`config.mk`:
```
export PLATFORM = sky130hd
export DESIGN_NAME = ls_pkt_tx
export DESIGN_NICKNAME = d
export VERILOG_FILES = /design/src/rtl/ls_tx_pkg.sv /design/src/rtl/ls_tx_bit_timer.sv /design/src/rtl/ls_tx_nrzi_stuff.sv /design/src/rtl/ls_tx_addr_reg.sv /design/src/rtl/ls_pkt_tx.sv
export SDC_FILE = /design/constraint.sdc
export NUM_CORES = 1
export LEC_CHECK = 0
export BUFFER_PORTS_ARGS = -buffer_cell sky130_fd_sc_hd__buf_2
export CAP_MARGIN = 20
export CELL_PAD_IN_SITES_DETAIL_PLACEMENT = 1
export CELL_PAD_IN_SITES_GLOBAL_PLACEMENT = 1
export CORE_UTILIZATION = 48
export DETAILED_ROUTE_END_ITERATION = 8
export GPL_TIMING_DRIVEN = 0
export PLACE_DENSITY = 0.84
export SLEW_MARGIN = 20
export SYNTH_ARGS = -nofsm -noshare
export SYNTH_HDL_FRONTEND = slang
export SYNTH_SLANG_ARGS = --single-unit
```
`constraint.sdc`:
```
create_clock -name clk -period 6.2 [get_ports clk]
set_input_delay 0.93 -clock clk [delete_from_list [all_inputs] [get_ports clk]]
set_output_delay 0.93 -clock clk [all_outputs]
set_load 0.05 [all_outputs]
```
`src/rtl/ls_tx_pkg.sv`:
```
package ls_tx_pkg;

    typedef enum logic [2:0] {
        PH_IDLE,
        PH_PREP,
        PH_DATA,
        PH_SE0,
        PH_JEND
    } tx_phase_e;

    localparam logic [7:0] SYNC_BYTE = 8'h80;
    localparam logic [7:0] PID_ACK   = 8'hD2;
    localparam logic [7:0] PID_NAK   = 8'h5A;

endpackage

```
`src/rtl/ls_tx_bit_timer.sv`:
```
module ls_tx_bit_timer #(
    parameter int BIT_CYCLES = 8
) (
    input  logic clk,
    input  logic rst_n,
    input  logic run,
    output logic tick
);
    localparam int CW = (BIT_CYCLES > 2) ? $clog2(BIT_CYCLES) : 1;
    localparam logic [CW-1:0] LAST = CW'(BIT_CYCLES - 1);

    logic [CW-1:0] cnt_d, cnt_q;

    always_comb begin
        if (!run) begin
            cnt_d = '0;
        end else if (cnt_q == LAST) begin
            cnt_d = '0;
        end else begin
            cnt_d = cnt_q + 1'b1;
        end
    end

    always_ff @(posedge clk or negedge rst_n) begin
        if (!rst_n) begin
            cnt_q <= '0;
        end else begin
            cnt_q <= cnt_d;
        end
    end

    assign tick = run && (cnt_q == LAST);

endmodule

```
`src/rtl/ls_tx_nrzi_stuff.sv`:
```
module ls_tx_nrzi_stuff #(
    parameter int STUFF_RUN = 6,
    localparam int RW = $clog2(STUFF_RUN + 1)
) (
    input  logic          line_k,
    input  logic [RW-1:0] run_cnt,
    input  logic          data_bit,
    input  logic          stuff_slot,
    output logic          line_k_next,
    output logic [RW-1:0] run_next,
    output logic          stuff_next
);
    logic [RW-1:0] run_inc;

    always_comb begin
        run_inc = run_cnt + 1'b1;
        if (stuff_slot) begin
            line_k_next = ~line_k;
            run_next    = '0;
            stuff_next  = 1'b0;
        end else if (data_bit) begin
            line_k_next = line_k;
            run_next    = run_inc;
            stuff_next  = (run_inc == RW'(STUFF_RUN));
        end else begin
            line_k_next = ~line_k;
            run_next    = '0;
            stuff_next  = 1'b0;
        end
    end

endmodule

```
`src/rtl/ls_tx_addr_reg.sv`:
```
module ls_tx_addr_reg #(
    parameter int ADDR_W = 7
) (
    input  logic          clk,
    input  logic          rst_n,
    input  logic          load,
    input  logic [ADDR_W-1:0] addr_in,
    input  logic          commit,
    output logic [ADDR_W:0] dev_addr
);
    typedef struct packed {
        logic [ADDR_W-1:0] pend;
        logic [ADDR_W:0]   act;
    } addr_reg_t;

    addr_reg_t a_d, a_q;

    always_comb begin
        a_d = a_q;
        if (commit) begin
            a_d.act = {a_q.pend, 1'b0};
        end
        if (load) begin
            a_d.pend = addr_in;
        end
    end

    always_ff @(posedge clk or negedge rst_n) begin
        if (!rst_n) begin
            a_q <= '0;
        end else begin
            a_q <= a_d;
        end
    end

    assign dev_addr = a_q.act;

endmodule

```
`src/rtl/ls_pkt_tx.sv`:
```
module ls_pkt_tx
    import ls_tx_pkg::*;
#(
    parameter int BIT_CYCLES = 8,
    parameter int STUFF_RUN  = 6,
    parameter int LEN_W      = 8,
    parameter int ADDR_W     = 7
) (
    input  logic              clk,
    input  logic              rst_n,
    input  logic              start,
    input  logic              hs_req,
    input  logic              hs_nak,
    input  logic [LEN_W-1:0]  pkt_len,
    input  logic [7:0]        byte_data,
    output logic              byte_req,
    input  logic              set_addr,
    input  logic [ADDR_W-1:0] addr_in,
    output logic [ADDR_W:0]   dev_addr,
    output logic              dp,
    output logic              dm,
    output logic              oe,
    output logic              busy
);
    localparam int RW = $clog2(STUFF_RUN + 1);

    typedef struct packed {
        tx_phase_e        phase;
        logic             line_k;
        logic [7:0]       sh;
        logic [3:0]       bits_left;
        logic [LEN_W-1:0] bytes_left;
        logic [RW-1:0]    run;
        logic             stuff_pend;
        logic             first;
        logic             hs;
        logic [7:0]       pid;
        logic             seg;
    } tx_reg_t;

    tx_reg_t cur_q, nxt_d;

    logic          tick;
    logic          timer_run;
    logic          commit;
    logic          req_c;

    // slot selection
    logic [7:0]    src_byte;
    logic          use_stuff;
    logic          from_sh;
    logic          from_new;
    logic          pkt_done;
    logic          enc_bit;
    logic          enc_line;
    logic [RW-1:0] enc_run;
    logic          enc_stuff;

    assign timer_run = (cur_q.phase != PH_IDLE);

    ls_tx_bit_timer #(.BIT_CYCLES(BIT_CYCLES)) u_timer (
        .clk   (clk),
        .rst_n (rst_n),
        .run   (timer_run),
        .tick  (tick)
    );

    always_comb begin
        if (cur_q.first) begin
            src_byte = SYNC_BYTE;
        end else if (cur_q.hs) begin
            src_byte = cur_q.pid;
        end else begin
            src_byte = byte_data;
        end
        use_stuff = cur_q.stuff_pend;
        from_sh   = !use_stuff && (cur_q.bits_left != 4'd0);
        from_new  = !use_stuff && (cur_q.bits_left == 4'd0)
                    && (cur_q.first || (cur_q.bytes_left != '0));
        pkt_done  = !use_stuff && (cur_q.bits_left == 4'd0)
                    && !cur_q.first && (cur_q.bytes_left == '0);
        enc_bit   = from_sh ? cur_q.sh[0] : src_byte[0];
    end

    ls_tx_nrzi_stuff #(.STUFF_RUN(STUFF_RUN)) u_enc (
        .line_k      (cur_q.line_k),
        .run_cnt     (cur_q.run),
        .data_bit    (enc_bit),
        .stuff_slot  (use_stuff),
        .line_k_next (enc_line),
        .run_next    (enc_run),
        .stuff_next  (enc_stuff)
    );

    always_comb begin
        nxt_d  = cur_q;
        commit = 1'b0;
        req_c  = 1'b0;
        unique case (cur_q.phase)
            PH_IDLE: begin
                if (start || hs_req) begin
                    nxt_d.phase      = PH_PREP;
                    nxt_d.line_k     = 1'b0;
                    nxt_d.sh         = '0;
                    nxt_d.bits_left  = 4'd0;
                    nxt_d.run        = '0;
                    nxt_d.stuff_pend = 1'b0;
                    nxt_d.first      = 1'b1;
                    nxt_d.seg        = 1'b0;
                    if (start) begin
                        nxt_d.hs         = 1'b0;
                        nxt_d.bytes_left = pkt_len - 1'b1;
                    end else begin
                        nxt_d.hs         = 1'b1;
                        nxt_d.pid        = hs_nak ? PID_NAK : PID_ACK;
                        nxt_d.bytes_left = LEN_W'(1);
                    end
                end
            end
            PH_PREP, PH_DATA: begin
                if (tick) begin
                    if (pkt_done) begin
                        nxt_d.phase = PH_SE0;
                        nxt_d.seg   = 1'b0;
                        commit      = !cur_q.hs;
                    end else begin
                        nxt_d.phase      = PH_DATA;
                        nxt_d.line_k     = enc_line;
                        nxt_d.run        = enc_run;
                        nxt_d.stuff_pend = enc_stuff;
                        if (from_sh) begin
                            nxt_d.sh        = cur_q.sh >> 1;
                            nxt_d.bits_left = cur_q.bits_left - 4'd1;
                        end
                        if (from_new) begin
                            nxt_d.sh        = src_byte >> 1;
                            nxt_d.bits_left = 4'd7;
                            if (cur_q.first) begin
                                nxt_d.first = 1'b0;
                            end else begin
                                nxt_d.bytes_left = cur_q.bytes_left - 1'b1;
                                req_c            = !cur_q.hs;
                            end
                        end
                    end
                end
            end
            PH_SE0: begin
                if (tick) begin
                    if (cur_q.seg) begin
                        nxt_d.phase = PH_JEND;
                    end else begin
                        nxt_d.seg = 1'b1;
                    end
                end
            end
            PH_JEND: begin
                if (tick) begin
                    nxt_d.phase = PH_IDLE;
                end
            end
            default: nxt_d.phase = PH_IDLE;
        endcase
    end

    always_ff @(posedge clk or negedge rst_n) begin
        if (!rst_n) begin
            cur_q <= '0;
        end else begin
            cur_q <= nxt_d;
        end
    end

    ls_tx_addr_reg #(.ADDR_W(ADDR_W)) u_addr (
        .clk      (clk),
        .rst_n    (rst_n),
        .load     (set_addr),
        .addr_in  (addr_in),
        .commit   (commit),
        .dev_addr (dev_addr)
    );

    always_comb begin
        unique case (cur_q.phase)
            PH_PREP, PH_JEND: begin dp = 1'b0;         dm = 1'b1;          oe = 1'b1; end
            PH_DATA:          begin dp = cur_q.line_k; dm = ~cur_q.line_k; oe = 1'b1; end
            PH_SE0:           begin dp = 1'b0;         dm = 1'b0;          oe = 1'b1; end
            default:          begin dp = 1'b0;         dm = 1'b0;          oe = 1'b0; end
        endcase
    end

    assign busy     = (cur_q.phase != PH_IDLE);
    assign byte_req = req_c;

endmodule

```
==> flow_results.org <==
** Worst setup path
- On the worst path, the slowest cell contributes a delay of 0.42 ns.
- Setup crit start kind :: flop
- The worst setup path is of the flop to output port kind.
- The slowest stage of the critical path belongs to the cell sky130_fd_sc_hd__dfrtp_1.
- Data arrives at the worst endpoint at 2.53 ns.
- CP Max Fanout :: 10
- Required time at the worst-slack endpoint :: 5.27 ns
- Walking the worst path, the cells encountered are inv_1, ha_1, nor4b_2, nand2_1, nand3_1, clkbuf_1, nor4_1, buf_2.
- STA classifies the critical path endpoint as an output port.

** STA
- Highest attainable clock frequency :: 289 MHz
- Final Hold Viols :: 0
- Unrepaired setup endpoints after global routing :: false
- Headroom to the max-slew limit came out at 50.5%.
- Count of endpoints failing setup in the final report :: 0
- Final-report max-slew violation count :: 0
- At the pin with the least slew margin, the transition time is 0.737 ns.
- Dividing the final minimum period by the clock period gives 55.8%.
- Largest clock skew in the final design :: 0.0138 ns
- Summed over all failing endpoints, the final setup total negative slack is 0 ns.
- Period minus WS final :: 3.46 ns

** Drt
- The routed layout has 2,318 vias.
- Routed Wire Length :: 6920 um
- After detailed routing, the number of remaining DRC violations is 0.
- Once detail routing completed, the nets flagged for antenna violations numbered 0.
- The first routing iteration left 70 violations.
- Iteration count of the initial detailed-routing pass :: 4
- Via density :: 5.71
- In the final routed layout, each cell accounts on average for 17.0 um.

** Die
- Once the floorplan was initialized, standard cells occupied 50.9% of the core.
- Number of cell rows :: 27
- Measured along the x axis, the die boundary spans 79.3 um.
- Core box area :: 5640 um2
- Number of top-level design ports :: 42
- The die is 79.3 um tall.
- The floorplan step defined a die boundary enclosing 6290 um2.

** Global routing
- The number of global-route vias before repair was 2,525.
- Entering global routing, the biggest net connects 51 pins.
- First-pass GRT wire length :: 12,000 um
- Initial antenna violation count :: 0
- Global-route congestion overflow total :: 0
- Total routing resource utilization after global routing :: 25.0%

** Clocking
- The cell sitting at the root of the clock tree is a sky130_fd_sc_hd__clkbuf_8.
- Number of resized instances in the post-cts repair step :: 0
- TritonCTS built the clock tree.
- Counting every sink on the clock net gives 50.
- Total setup buffers inserted after CTS :: 0
- CTS clock-pin slew for the worst setup and hold paths :: 0.10 ns
- Num CTS Buffers :: 5
- Clock insertion delay at the later pin of the skew report :: 0.33 ns
- H-tree Lvls :: 2
- After clock tree synthesis, the flow added hold-fix buffers numbering 0.
- The longest clock path from root to sink contains 2 buffers.

** Power
- IR analysis of the VDD net gives a maximum drop of 0.234 mV.
- Cell internal pwr :: 0.760 mW
- Sw Pwr :: 0.627 mW
- Switching Fraction :: 45.2%
- Clock network fraction of design power :: 15.0%
- Power comes to 1.39 mW.
- In this run, the combinational gates consume 47.9% of the power.
- Sequential fraction of design power :: 37.1%
- Leakage :: 1.47 nW
- Dividing total power by cell area gives a power density of 426 nW/um2.

** Synth
- A synthesized cell averages 10.0 um2.
- Yosys mapped a number of flops with a built-in enable equal to 0.
- The most common cell in the synthesized netlist is sky130_fd_sc_hd__dfrtp_1.
- Synthesized area :: 2870 um2
- Post-synth cell types :: 57
- Of all flip-flops after synthesis, the portion carrying an async set or reset was 100%.
- Flip-flop and latch count after synthesis :: 50
- Largest cells by area after synthesis :: sky130_fd_sc_hd__dfrtp_1, sky130_fd_sc_hd__mux2_2, sky130_fd_sc_hd__mux2_4
- Yosys printed 0 warnings.
- After synthesis, the most frequently instantiated cells are sky130_fd_sc_hd__dfrtp_1, sky130_fd_sc_hd__nand2_1, sky130_fd_sc_hd__nor2_1.
- Sequential-to-total area share from yosys stat :: 43.6%
- Area fraction of the dominant cell type after synthesis :: 43.6%
- Synthesized Nets :: 324
- Area leader, netlist :: sky130_fd_sc_hd__dfrtp_1
- For this run, the leading register cell type out of synthesis is sky130_fd_sc_hd__dfrtp_1.
- Mapped Cells :: 287

** Layout
- Footprint of the multi-input gates :: 1450 um2
- Relative to the synthesized area, the layout overhead comes to 13.3%.
- Post-layout nets :: 370
- Total area of sequential cells :: 1250 um2
- Count of fill cells added during filler insertion :: 671
- 0 antenna diodes ended up in the layout.
- The post-route netlist has 25.4% of its cells at a drive strength greater than 1.

** Place
- At the end of routability-driven placement, the weighted congestion stood at 0.780.
- Input/output buffers :: 39
- After legalization and detailed placement, the total HPWL measured 5260 um.

** Min path
- Worst Hold Class :: flop to flop

** Job
- Maximum capacitance violations :: 0

** Outcome
- The run finished with clean final reports.
-- worst max-delay path, delay by kind of cell, from the launching register on --
kind | cells | cell delay (ns)
simple gates | 4 | 0.86
buf+inv | 3 | 0.72
flops | 1 | 0.42
fa+ha+maj | 1 | 0.22
-- power groups by stage --
stage	Clock (mW)	Sequential [mW]	Combinational (mW)
after floorplan	0	0.495	0.504
after CTS	0.211	0.514	0.669
final	0.209	0.514	0.664
after detailed placement	0	0.519	0.666
after global routing	0.227	0.530	0.745
after global placement	0	0.514	0.632
-- final cells by class --
cell class,instances,area share (%)
multi-input cells,202,44.5
flip-flops and latches,50,38.5
repair buffers,39,6.08
plain buffers,22,3.81
well taps,72,2.77
clock buffers,5,2.12
inverters,13,1.50
clock inverters,3,0.808
-- path summary, 6_finish.rpt --
path,from,endpoint,slack (ns),cells past startpoint
max,cur_q[15],byte_req,2.74,8
min,u_timer.cnt_q[0],u_timer.cnt_q[0],0.45,1
max reg2reg,cur_q[15],cur_q[35],3.73,7
min reg2reg,u_timer.cnt_q[0],u_timer.cnt_q[0],0.45,1
max in group asynchronous,rst_n,cur_q[12],5.14,1
min in group asynchronous,rst_n,cur_q[26],0.62,1
-- metal layers --
metal | up-vias | track usage, % | wire [um]
li1 | 1122 | - | -
met1 | 1147 | 31.5 | 3050
met2 | 36 | 43.1 | 3560
met3 | 13 | 4.25 | 175
met4 | 0 | 8.36 | 137
met5 | - | 0 | 0
-- metrics by stage --
step / utilization, % / instances / area, um2 / setup WS (ns) / hold WS (ns)
2_1_floorplan: - / 287 / 2870 / 2.56 / 0.415
3_3_place_gp: 55.9 / 398 / 3160 / 3.23 / 0.427
3_5_place_dp: 56.0 / 398 / 3160 / 3.10 / 0.438
4_1_cts: 57.7 / 406 / 3250 / 2.74 / 0.452
5_1_grt: 57.7 / 406 / 3250 / 2.59 / 0.455
6_report: 57.7 / 406 / 3250 / 2.74 / 0.447
-- cell families after synthesis --
kind of cell | Yosys count | synth area share (%)
and+or+nand+nor | 86 | 16.0
AOI/OAI and AO/OA | 74 | 17.7
DFF | 50 | 43.6
buffers and inverters | 35 | 6.02
muxes | 23 | 9.68
xor gates and xnor gates | 10 | 3.31
adders and majority gates | 8 | 3.49
other | 1 | 0.131
-- sequential cells by signal, indices dropped and copies added, names as in the netlist --
name and count:
cur_q 32, u_timer.cnt_q 3, use_stuff 1, u_addr.dev_addr 7, u_addr.a_q 7
-- layout by cell type, fill, tap and decap left out, drive strengths merged, types with 4 or more instances in the layout --
master / n
mux2: 17
clkbuf: 15
xor2: 4
a21oi: 16
o21ai: 14
ha: 8
or2: 4
nor2: 20
buf: 51
o31ai: 7
a22o: 6
nor3: 10
or4: 4
inv: 15
nand3: 5
xnor2: 6
mux2i: 6
o22ai: 4
nand2: 23
dfrtp: 50
No activity file was read; power rests on OpenSTA's default activity.
